--- config.mk ---
export PLATFORM = sky130hd
export DESIGN_NAME = lcd_clk_div
export DESIGN_NICKNAME = d
export VERILOG_FILES = /design/src/rtl/lcdclk_pkg.sv /design/src/rtl/lcdclk_src_gate.sv /design/src/rtl/lcdclk_reload_cnt.sv /design/src/rtl/lcdclk_halver.sv /design/src/rtl/lcd_clk_div.sv
export SDC_FILE = /design/constraint.sdc
export NUM_CORES = 1
export LEC_CHECK = 0
export ABC_AREA = 1
export BUFFER_PORTS_ARGS = -buffer_cell sky130_fd_sc_hd__buf_2
export CAP_MARGIN = 20
export CORE_AREA = 4 4 41 43
export CTS_BUF_LIST = sky130_fd_sc_hd__clkbuf_16
export DETAILED_ROUTE_END_ITERATION = 12
export DIE_AREA = 0 0 45 47
export GPL_TIMING_DRIVEN = 0
export PLACE_DENSITY = 0.81
export SYNTH_ARGS = -nofsm -noshare
export SYNTH_HDL_FRONTEND = slang
export SYNTH_SLANG_ARGS = --single-unit
--- constraint.sdc ---
create_clock -name clk -period 1.4 [get_ports clk]
set_input_delay 0.14 -clock clk [delete_from_list [all_inputs] [get_ports clk]]
set_output_delay 0.14 -clock clk [all_outputs]
set_load 0.01 [all_outputs]
--- src/rtl/lcdclk_pkg.sv ---
package lcdclk_pkg;
  typedef enum logic {
    SRC_TIMER = 1'b0,
    SRC_PRESC = 1'b1
  } src_sel_e;

  localparam int unsigned LCD_CNT_W = 4;
endpackage

--- src/rtl/lcdclk_src_gate.sv ---
// Picks the count source, finds timer-bit rising edges and applies the run gate.
module lcdclk_src_gate
  import lcdclk_pkg::*;
(
  input  logic clk,
  input  logic rst_n,
  input  logic src_sel,
  input  logic cnt_en,
  input  logic presc_tick,
  input  logic tmr_bit,
  output logic cnt_ev
);
  logic     tmr_q;
  logic     tmr_rise;
  src_sel_e src;

  always_ff @(posedge clk or negedge rst_n) begin
    if (!rst_n) tmr_q <= 1'b0;
    else        tmr_q <= tmr_bit;
  end

  assign tmr_rise = tmr_bit & ~tmr_q;
  assign src      = src_sel_e'(src_sel);

  always_comb begin
    unique case (src)
      SRC_PRESC: cnt_ev = cnt_en & presc_tick;
      default:   cnt_ev = cnt_en & tmr_rise;
    endcase
  end
endmodule

--- src/rtl/lcdclk_reload_cnt.sv ---
// Reload register and down-counter; flags the underflowing event.
module lcdclk_reload_cnt #(
  parameter int unsigned CNT_W = 4
) (
  input  logic             clk,
  input  logic             rst_n,
  input  logic             cnt_ev,
  input  logic [CNT_W-1:0] acc_data,
  input  logic             rld_wr,
  output logic             uflow
);
  localparam logic [CNT_W-1:0] ZERO = '0;
  localparam logic [CNT_W-1:0] ONE  = {{(CNT_W-1){1'b0}}, 1'b1};

  logic [CNT_W-1:0] rld_q;
  logic [CNT_W-1:0] cnt_q;

  always_ff @(posedge clk or negedge rst_n) begin
    if (!rst_n)      rld_q <= ZERO;
    else if (rld_wr) rld_q <= acc_data;
  end

  assign uflow = cnt_ev && (cnt_q == ZERO);

  always_ff @(posedge clk or negedge rst_n) begin
    if (!rst_n)      cnt_q <= ZERO;
    else if (uflow)  cnt_q <= rld_q;
    else if (cnt_ev) cnt_q <= cnt_q - ONE;
  end
endmodule

--- src/rtl/lcdclk_halver.sv ---
// Divide-by-two flop plus a registered pulse on each flip.
module lcdclk_halver (
  input  logic clk,
  input  logic rst_n,
  input  logic uflow,
  output logic phase,
  output logic tick
);
  always_ff @(posedge clk or negedge rst_n) begin
    if (!rst_n) begin
      phase <= 1'b0;
      tick  <= 1'b0;
    end else begin
      tick <= uflow;
      if (uflow) phase <= ~phase;
    end
  end
endmodule

--- src/rtl/lcd_clk_div.sv ---
module lcd_clk_div
  import lcdclk_pkg::*;
#(
  parameter int unsigned CNT_W = LCD_CNT_W
) (
  input  logic             clk,
  input  logic             rst_n,
  input  logic             src_sel,
  input  logic             cnt_en,
  input  logic             presc_tick,
  input  logic             tmr_bit,
  input  logic [CNT_W-1:0] acc_data,
  input  logic             rld_wr,
  output logic             lcd_tick,
  output logic             lcd_phase
);
  logic cnt_ev;
  logic uflow;

  lcdclk_src_gate u_src (
    .clk        (clk),
    .rst_n      (rst_n),
    .src_sel    (src_sel),
    .cnt_en     (cnt_en),
    .presc_tick (presc_tick),
    .tmr_bit    (tmr_bit),
    .cnt_ev     (cnt_ev)
  );

  lcdclk_reload_cnt #(.CNT_W(CNT_W)) u_cnt (
    .clk      (clk),
    .rst_n    (rst_n),
    .cnt_ev   (cnt_ev),
    .acc_data (acc_data),
    .rld_wr   (rld_wr),
    .uflow    (uflow)
  );

  lcdclk_halver u_half (
    .clk   (clk),
    .rst_n (rst_n),
    .uflow (uflow),
    .phase (lcd_phase),
    .tick  (lcd_tick)
  );
endmodule

==> results of run 1 <==
[flip-flops by register name (all words and copies together), names as in the netlist]
name / cells
u_half.phase: 1
u_cnt.cnt_q: 4
u_src.tmr_q: 1
u_half.tick: 1
u_cnt.rld_q: 4
[synthesized netlist by cell type, drive strengths merged]
cell type / instances / area, sq um
a21oi: 1 / 5.000
dfrtp: 11 / 275.3
ha: 2 / 25.02
inv: 15 / 61.31
mux2: 1 / 11.26
nand2: 28 / 133.9
nand3: 8 / 57.56
nand4: 1 / 6.260
nor2: 5 / 26.27
o21ai: 4 / 20.02
[metal layers]
metal,share of wire,track usage
met4,0.036,0.1053
met5,0,0
met3,0.036,0.03448
met2,0.56,0.2655
met1,0.37,0.1401
[repair_timing]
action,in CTS,in global routing
endpoints found under the hold margin,11,0
hold buffers,1,0
resized for setup,0,0
[worst paths after layout]
kind / slack (ns) / start / endpoint
max in group asynchronous: 0.89 / rst_n / u_cnt.cnt_q[1]
setup / recovery: 0.09 / u_cnt.cnt_q[0] / u_cnt.cnt_q[1]
min in group asynchronous: 0.32 / rst_n / u_cnt.cnt_q[2]
hold reg to reg: 0.50 / u_half.phase / u_half.phase
setup reg to reg: 0.09 / u_cnt.cnt_q[0] / u_cnt.cnt_q[1]
hold / removal: 0.04 / tmr_bit / u_src.tmr_q
[placed cells by master, fill, tap and decap left out, types with 2 or more instances in the layout]
cell | synthesis | final
inv_1 | 8 | 9
nand2_1 | 24 | 24
nand2_2 | 2 | 2
nand3_1 | 6 | 6
clkbuf_16 | 0 | 3
inv_4 | 2 | 2
dfrtp_1 | 11 | 11
buf_2 | 0 | 12
nor2_1 | 4 | 4
o21ai_0 | 4 | 4
inv_2 | 5 | 5
ha_1 | 2 | 2
[stage by stage]
stage	area (sq um)	total power [W]
2_1_floorplan	621.8	0.0008123
3_3_place_gp	700.7	0.0009015
5_1_grt	789.5	0.001560
4_1_cts	789.5	0.001441
3_5_place_dp	700.7	0.0009300
6_report	789.5	0.001422
[power by group]
| group | internal (W) | switching [W] | total [W] |
|---|---|---|---|
| clock | 0.000373 | 0.000122 | 0.000495 |
| combinational | 0.000172 | 0.000301 | 0.000472 |
| sequential | 0.000401 | 0.0000543 | 0.000455 |
[area by class of cell]
class | count | share of cell area
Clock buffer | 3 | 0.09509
Clock inverter | 1 | 0.004754
Inverter | 15 | 0.07765
Multi-Input combinational cell | 50 | 0.3613
Sequential cell | 11 | 0.3487
Tap cell | 15 | 0.02377
Timing Repair Buffer | 13 | 0.08875
[kinds of logic (layout without fill, tap and decap cells)]
kind of cell	count (synthesis)	after routing	share of synthesized area
flip-flops	11	11	0.4426
adder cells (fa/ha/maj)	2	2	0.04024
multiplexers	1	1	0.01811
buffers and inverters	15	32	0.09859
AND/OR/NAND/NOR	42	42	0.3602
AO/OA/AOI/OAI	5	5	0.04024
==> metrics.md, run 1 <==
| Metric | Value |
|---|---|
| Pwr dens | `around 1800 mW/mm^2` |
| MaxCap Viol Count | `0` |
| CP bufs+invs | `2` |
| Total GRT Usage | `0.1443` |
| Pin count of the biggest net entering global routing | `12` |
| Core Area | `approximately 0.0013 sq mm` |
| Synthesized instance count | `between 70 and 80` |
| CP arrival | `~1.4 ns` |
| Port bufs | `12` |
| DR iter-0 viols | `11` |
| Die Y-Extent | `~47 um` |
| Hold WS | `approximately 0.04 ns` |
| Final setup viols | `0` |
| H-tree Lvls | `1` |
| Initial core utilization | `0.4779` |
| Clock latency on the worst-skew pair | `approximately 0.23 ns` |
| TritonCTS Buffers | `3` |
| Reg clk slew, reported paths | `0.04 ns` |
| Clock tree buffer depth | `2` |
| Area of the multi-input gates | `between 200 and 300 sq um` |
| DR pass1 iterations | `4` |
| Setup crit end kind | `flip-flop` |
| Largest stage delay, worst path | `between 0.3 and 0.4 ns` |
| Nets | `107` |
| Rows | `13` |
| Ports | `13` |
| Post-route ant nets | `0` |
| Worst Tran Pin Value | `0.2350 ns` |
| Status | `finished clean` |
| Via/cell ratio | `between 4 and 5` |
| Die Span X | `around 45 um` |
| Cell mode on critical path | `nand2_1` |
| #FFs+latches synth | `11` |
| Critical path's slowest cell | `dfrtp_1` |
| Setup bufs post-CTS | `0` |
| Cell family with most CP delay | `flip-flops` |
| Fin cells | `about 110` |
| Routed wire length per instance | `between 10 and 15 um` |
| Crit path cell chain | `inv_1 -> ha_1 -> nand3_4 -> inv_4 -> nand2_1 -> nand3_1 -> nand2_1` |
| Syn-to-layout area delta | `26.96%` |
| Crit Path Max Fanout | `5` |
| DRC errors left | `0` |
| Die ar. | `0.002115 sq mm` |
| Crit Path Class | `flip-flop to flip-flop` |
| Worst reg2reg path depth | `7` |
| Unrepaired setup endpoints after global routing | `no` |
| Count of unique library cells instantiated by Yosys | `18` |
| RePlAce Congestion | `0.7647` |
| Min Tclk post-route | `between 1 and 1.5 ns` |
| WP data required | `around 1.5 ns` |
| Cell leakage power | `between 0.4 and 0.5 nW` |
| GRT overflow | `0` |
| Max Slew Vio Count | `0` |
| Ant. Diodes | `0` |
| Layout Skew | `approximately 0.0016 ns` |
| Final worst slack | `roughly 0.094 ns` |
| Final Hold Viols | `0` |
| Fillcell total | `around 120` |
| Ratio of cells with drive above 1 in the final layout | `0.3118` |
| Initial antenna violation count | `0` |
| Vias in the first global route | `between 500 and 600` |
| Finished Core Util | `0.6067` |
| Worst min path class | `input port to flip-flop` |
| Clk sink count | `11` |
| Sequential share of the synthesized area | `0.4427` |
| Synth warn | `0` |
| CP Launch Type | `flip-flop` |
| Relative max-transition margin | `0.8433` |
| Syn Std Cell Area | `a little over 600 sq um` |
| VDD IR max | `1.196 mV` |
| Hold depth | `1` |
| Average size of a mapped cell | `roughly 8.2 sq um` |
| Post-synthesis net count | `89` |
| Final wirelength | `approximately 1100 um` |
| Inst Count DP | `between 100 and 150` |
| Critical path depth in cells | `7` |
| Max Freq | `about 770 MHz` |
| Final Cycle Share | `0.9330` |
| Final HPWL DP | `roughly 930 um` |
| Register Area | `about 280 sq um` |
| CTS tree | `built` |
| Pre-CTS WS | `approximately 0.1 ns` |
| Vias | `slightly above 500` |
| First-pass GRT wire length | `~2100 um` |
| Setup TNS | `0 ns` |
| Clock Root Buffer | `clkbuf_16` |
Power figures use the tool's default switching activity.
==> inputs of run 2 (changes only) <==
CORE_AREA = default   (was 4 4 41 43)
CORE_MARGIN = 4   (was default)
CORE_UTILIZATION = 36   (was default)
DIE_AREA = default   (was 0 0 45 47)
PLACE_DENSITY = 0.67   (was 0.81)
clock period = 1.3 ns   (was 1.4 ns; I/O delays follow)
==> metrics.md, run 2 (same netlist as run 1, synthesis figures left out) <==
| Metric | Value |
|---|---|
| Crit path cell chain | `inv_1 -> ha_2 -> nand3_4 -> inv_4 -> nand3_2 -> nand2_1 -> nand2_1` |
| DR iter-0 viols | `11 (unchanged)` |
| Syn-to-layout area delta | `27.57%` |
| Final Hold Viols | `0 (unchanged)` |
| Die ar. | `0.002456 sq mm (+16%)` |
| Reg clk slew, reported paths | `0.04 ns (about the same)` |
| Setup bufs post-CTS | `0 (unchanged)` |
| Hold path startpoint | `tmr_bit` |
| Die Y-Extent | `49.56 um (+5.4%)` |
| Fillcell total | `164 (+41%)` |
| Clock latency on the worst-skew pair | `0.23 ns (about the same)` |
| Clock Root Buffer | `clkbuf_16` |
| RePlAce Congestion | `0.6780 (-11%)` |
| GRT overflow | `0 (unchanged)` |
| Crit Path Max Fanout | `5 (unchanged)` |
| Cell family with most CP delay | `flip-flops` |
| Core Area | `0.001577 sq mm (+21%)` |
| Ports | `13 (unchanged)` |
| Unrepaired setup endpoints after global routing | `no` |
| Worst reg2reg startpoint | `u_cnt.cnt_q[1]` |
| R2R Setup Slk | `0.07 ns (-0.02 ns)` |
| Clk sink count | `11 (unchanged)` |
| Final setup viols | `0 (unchanged)` |
| Worst reg2reg path endpoint | `u_half.phase` |
| Status | `finished clean` |
| Final Cycle Share | `0.9445 (+0.01144)` |
| Die Span X | `49.56 um (+10%)` |
| Setup crit end kind | `flip-flop` |
| Worst reg2reg path depth | `7 (unchanged)` |
| Routed wire length per instance | `10.75 um (+3.3%)` |
| Final wirelength | `1172 um (+4.3%)` |
| Vias | `510 (-1.2%)` |
| VDD IR max | `0.9886 mV (-17%)` |
| Ratio of cells with drive above 1 in the final layout | `0.3333 (+0.02151)` |
| Hold depth | `1 (unchanged)` |
| TritonCTS Buffers | `3 (unchanged)` |
| Min Tclk post-route | `1.228 ns (-0.07843 ns)` |
| Relative max-transition margin | `0.8310 (-0.01231)` |
| Worst Tran Pin Value | `0.2535 ns (+0.01846 ns)` |
| Total GRT Usage | `0.1124 (-0.03197)` |
| CP bufs+invs | `2 (unchanged)` |
| Layout Skew | `0.001135 ns (-0.0004833 ns)` |
| Max Slew Vio Count | `0 (unchanged)` |
| Max Freq | `814.4 MHz (+6.4%)` |
| Ant. Diodes | `0 (unchanged)` |
| Setup TNS | `0 ns (unchanged)` |
| Most common cell after layout, fill and taps aside | `nand2_1` |
| Worst min path class | `input port to flip-flop` |
| Cell leakage power | `0.4338 nW (-0.65%)` |
| DRC errors left | `0 (unchanged)` |
| Regs by FF count | `u_cnt.cnt_q (4), u_cnt.rld_q (4)` |
| Critical path's slowest cell | `dfrtp_1` |
| Post-route ant nets | `0 (unchanged)` |
| CTS tree | `built` |
| WP data required | `1.42 ns (-0.09 ns)` |
| Vias in the first global route | `501 (-9.1%)` |
| Pin count of the biggest net entering global routing | `12 (unchanged)` |
| MaxCap Viol Count | `0 (unchanged)` |
| Highest-count cells in the layout ignoring fill and taps | `nand2_1 (24), buf_2 (12), dfrtp_1 (11)` |
| Via/cell ratio | `4.679 (-2.1%)` |
| Port bufs | `12 (unchanged)` |
| Fin cells | `109 (+0.93%)` |
| Hold Path Sink | `u_src.tmr_q` |
| Inst Count DP | `104 (+0.97%)` |
| Nets | `107 (unchanged)` |
| CP Launch Type | `flip-flop` |
| Clock tree buffer depth | `2 (unchanged)` |
| Initial antenna violation count | `0 (unchanged)` |
| Initial core utilization | `0.3944 (-0.08344)` |
| DR pass1 iterations | `4 (unchanged)` |
| Pwr dens | `1959 mW/mm^2 (+8.7%)` |
| Cell mode on critical path | `nand2_1` |
| First-pass GRT wire length | `2097 um (-1.6%)` |
| CP arrival | `1.35 ns (-0.07 ns)` |
| Rows | `14 (+1)` |
| H-tree Lvls | `1 (unchanged)` |
| Final HPWL DP | `857.3 um (-8.2%)` |
| Largest stage delay, worst path | `0.39 ns (+0.03 ns)` |
| Crit Path Class | `flip-flop to flip-flop` |
-- run 2: cell counts in the layout (fill, tap and decap cells not counted) --
Identical to the previous run, type by type.
-- run 2: repair_timing --
| action | in CTS | in global routing |
|---|---|---|
| endpoints found under the hold margin | 11 | 0 |
| hold buffers | 1 | 0 |
| cloned | 0 | 0 |
| resized for setup | 1 | 1 |
| setup endpoints to repair | 1 | 5 |
-- run 2: layer usage --
| metal | part of all wire | routed length, um | up-vias | track usage |
|---|---|---|---|---|
| met5 | 0 | 0 | - | 0 |
| met4 | 0.013 | 15 | 0 | 0.08295 |
| met3 | 0.036 | 42 | 2 | 0.03012 |
| met2 | 0.48 | 566 | 14 | 0.1674 |
| met1 | 0.47 | 547 | 224 | 0.1373 |
| li1 | - | - | 270 | - |
-- run 2: how the worst max path moves through the flow --
stage                         from            to  cells past startpoint
global placement    u_cnt.cnt_q[0]  u_half.phase                      7
detailed placement  u_cnt.cnt_q[0]  u_half.phase                      7
global route        u_cnt.cnt_q[1]  u_half.phase                      7
finish              u_cnt.cnt_q[1]  u_half.phase                      7
floorplan           u_cnt.cnt_q[0]  u_half.phase                      7
CTS                 u_cnt.cnt_q[0]  u_half.phase                      7
-- run 2: through the flow --
stage / utilization / total power (W) / area, sq um / hold slack (ns) / setup WS, ns
2_1_floorplan: - / 0.0008748 / 621.8 / -0.1656 / 0.1357
3_3_place_gp: 0.4452 / 0.0009733 / 701.9 / 0.008552 / 0.04854
3_5_place_dp: 0.4452 / 0.0009965 / 701.9 / 0.01519 / 0.01127
4_1_cts: 0.5032 / 0.001569 / 793.3 / 0.03313 / 0.02904
5_1_grt: 0.5032 / 0.001658 / 793.3 / 0.04675 / 0.008182
6_report: 0.5032 / 0.001554 / 793.3 / 0.03597 / 0.07218
-- run 2: worst register-to-register path: stages (launching register included) --
cell     delay, ns
dfrtp_1       0.39
inv_1         0.10
ha_2          0.22
nand3_4       0.12
inv_4         0.09
nand3_2       0.08
nand2_1       0.06
nand2_1       0.05
-- run 2: report_power, final --
group          switching [W]  internal (W)
Clock               0.000141      0.000403
Combinational       0.000320      0.000193
Sequential         0.0000652      0.000432
-- run 2: layout make-up --
| class | instances | area [sq um] | share of cell area |
|---|---|---|---|
| multi-input combinational | 50 | 287.8 | 0.3628 |
| sequential | 11 | 275.3 | 0.3470 |
| clock buffer | 3 | 75.07 | 0.09464 |
| timing repair buffer | 13 | 70.07 | 0.08833 |
| inverter | 15 | 61.31 | 0.07729 |
| tap | 16 | 20.02 | 0.02524 |
| clock inverter | 1 | 3.754 | 0.004732 |
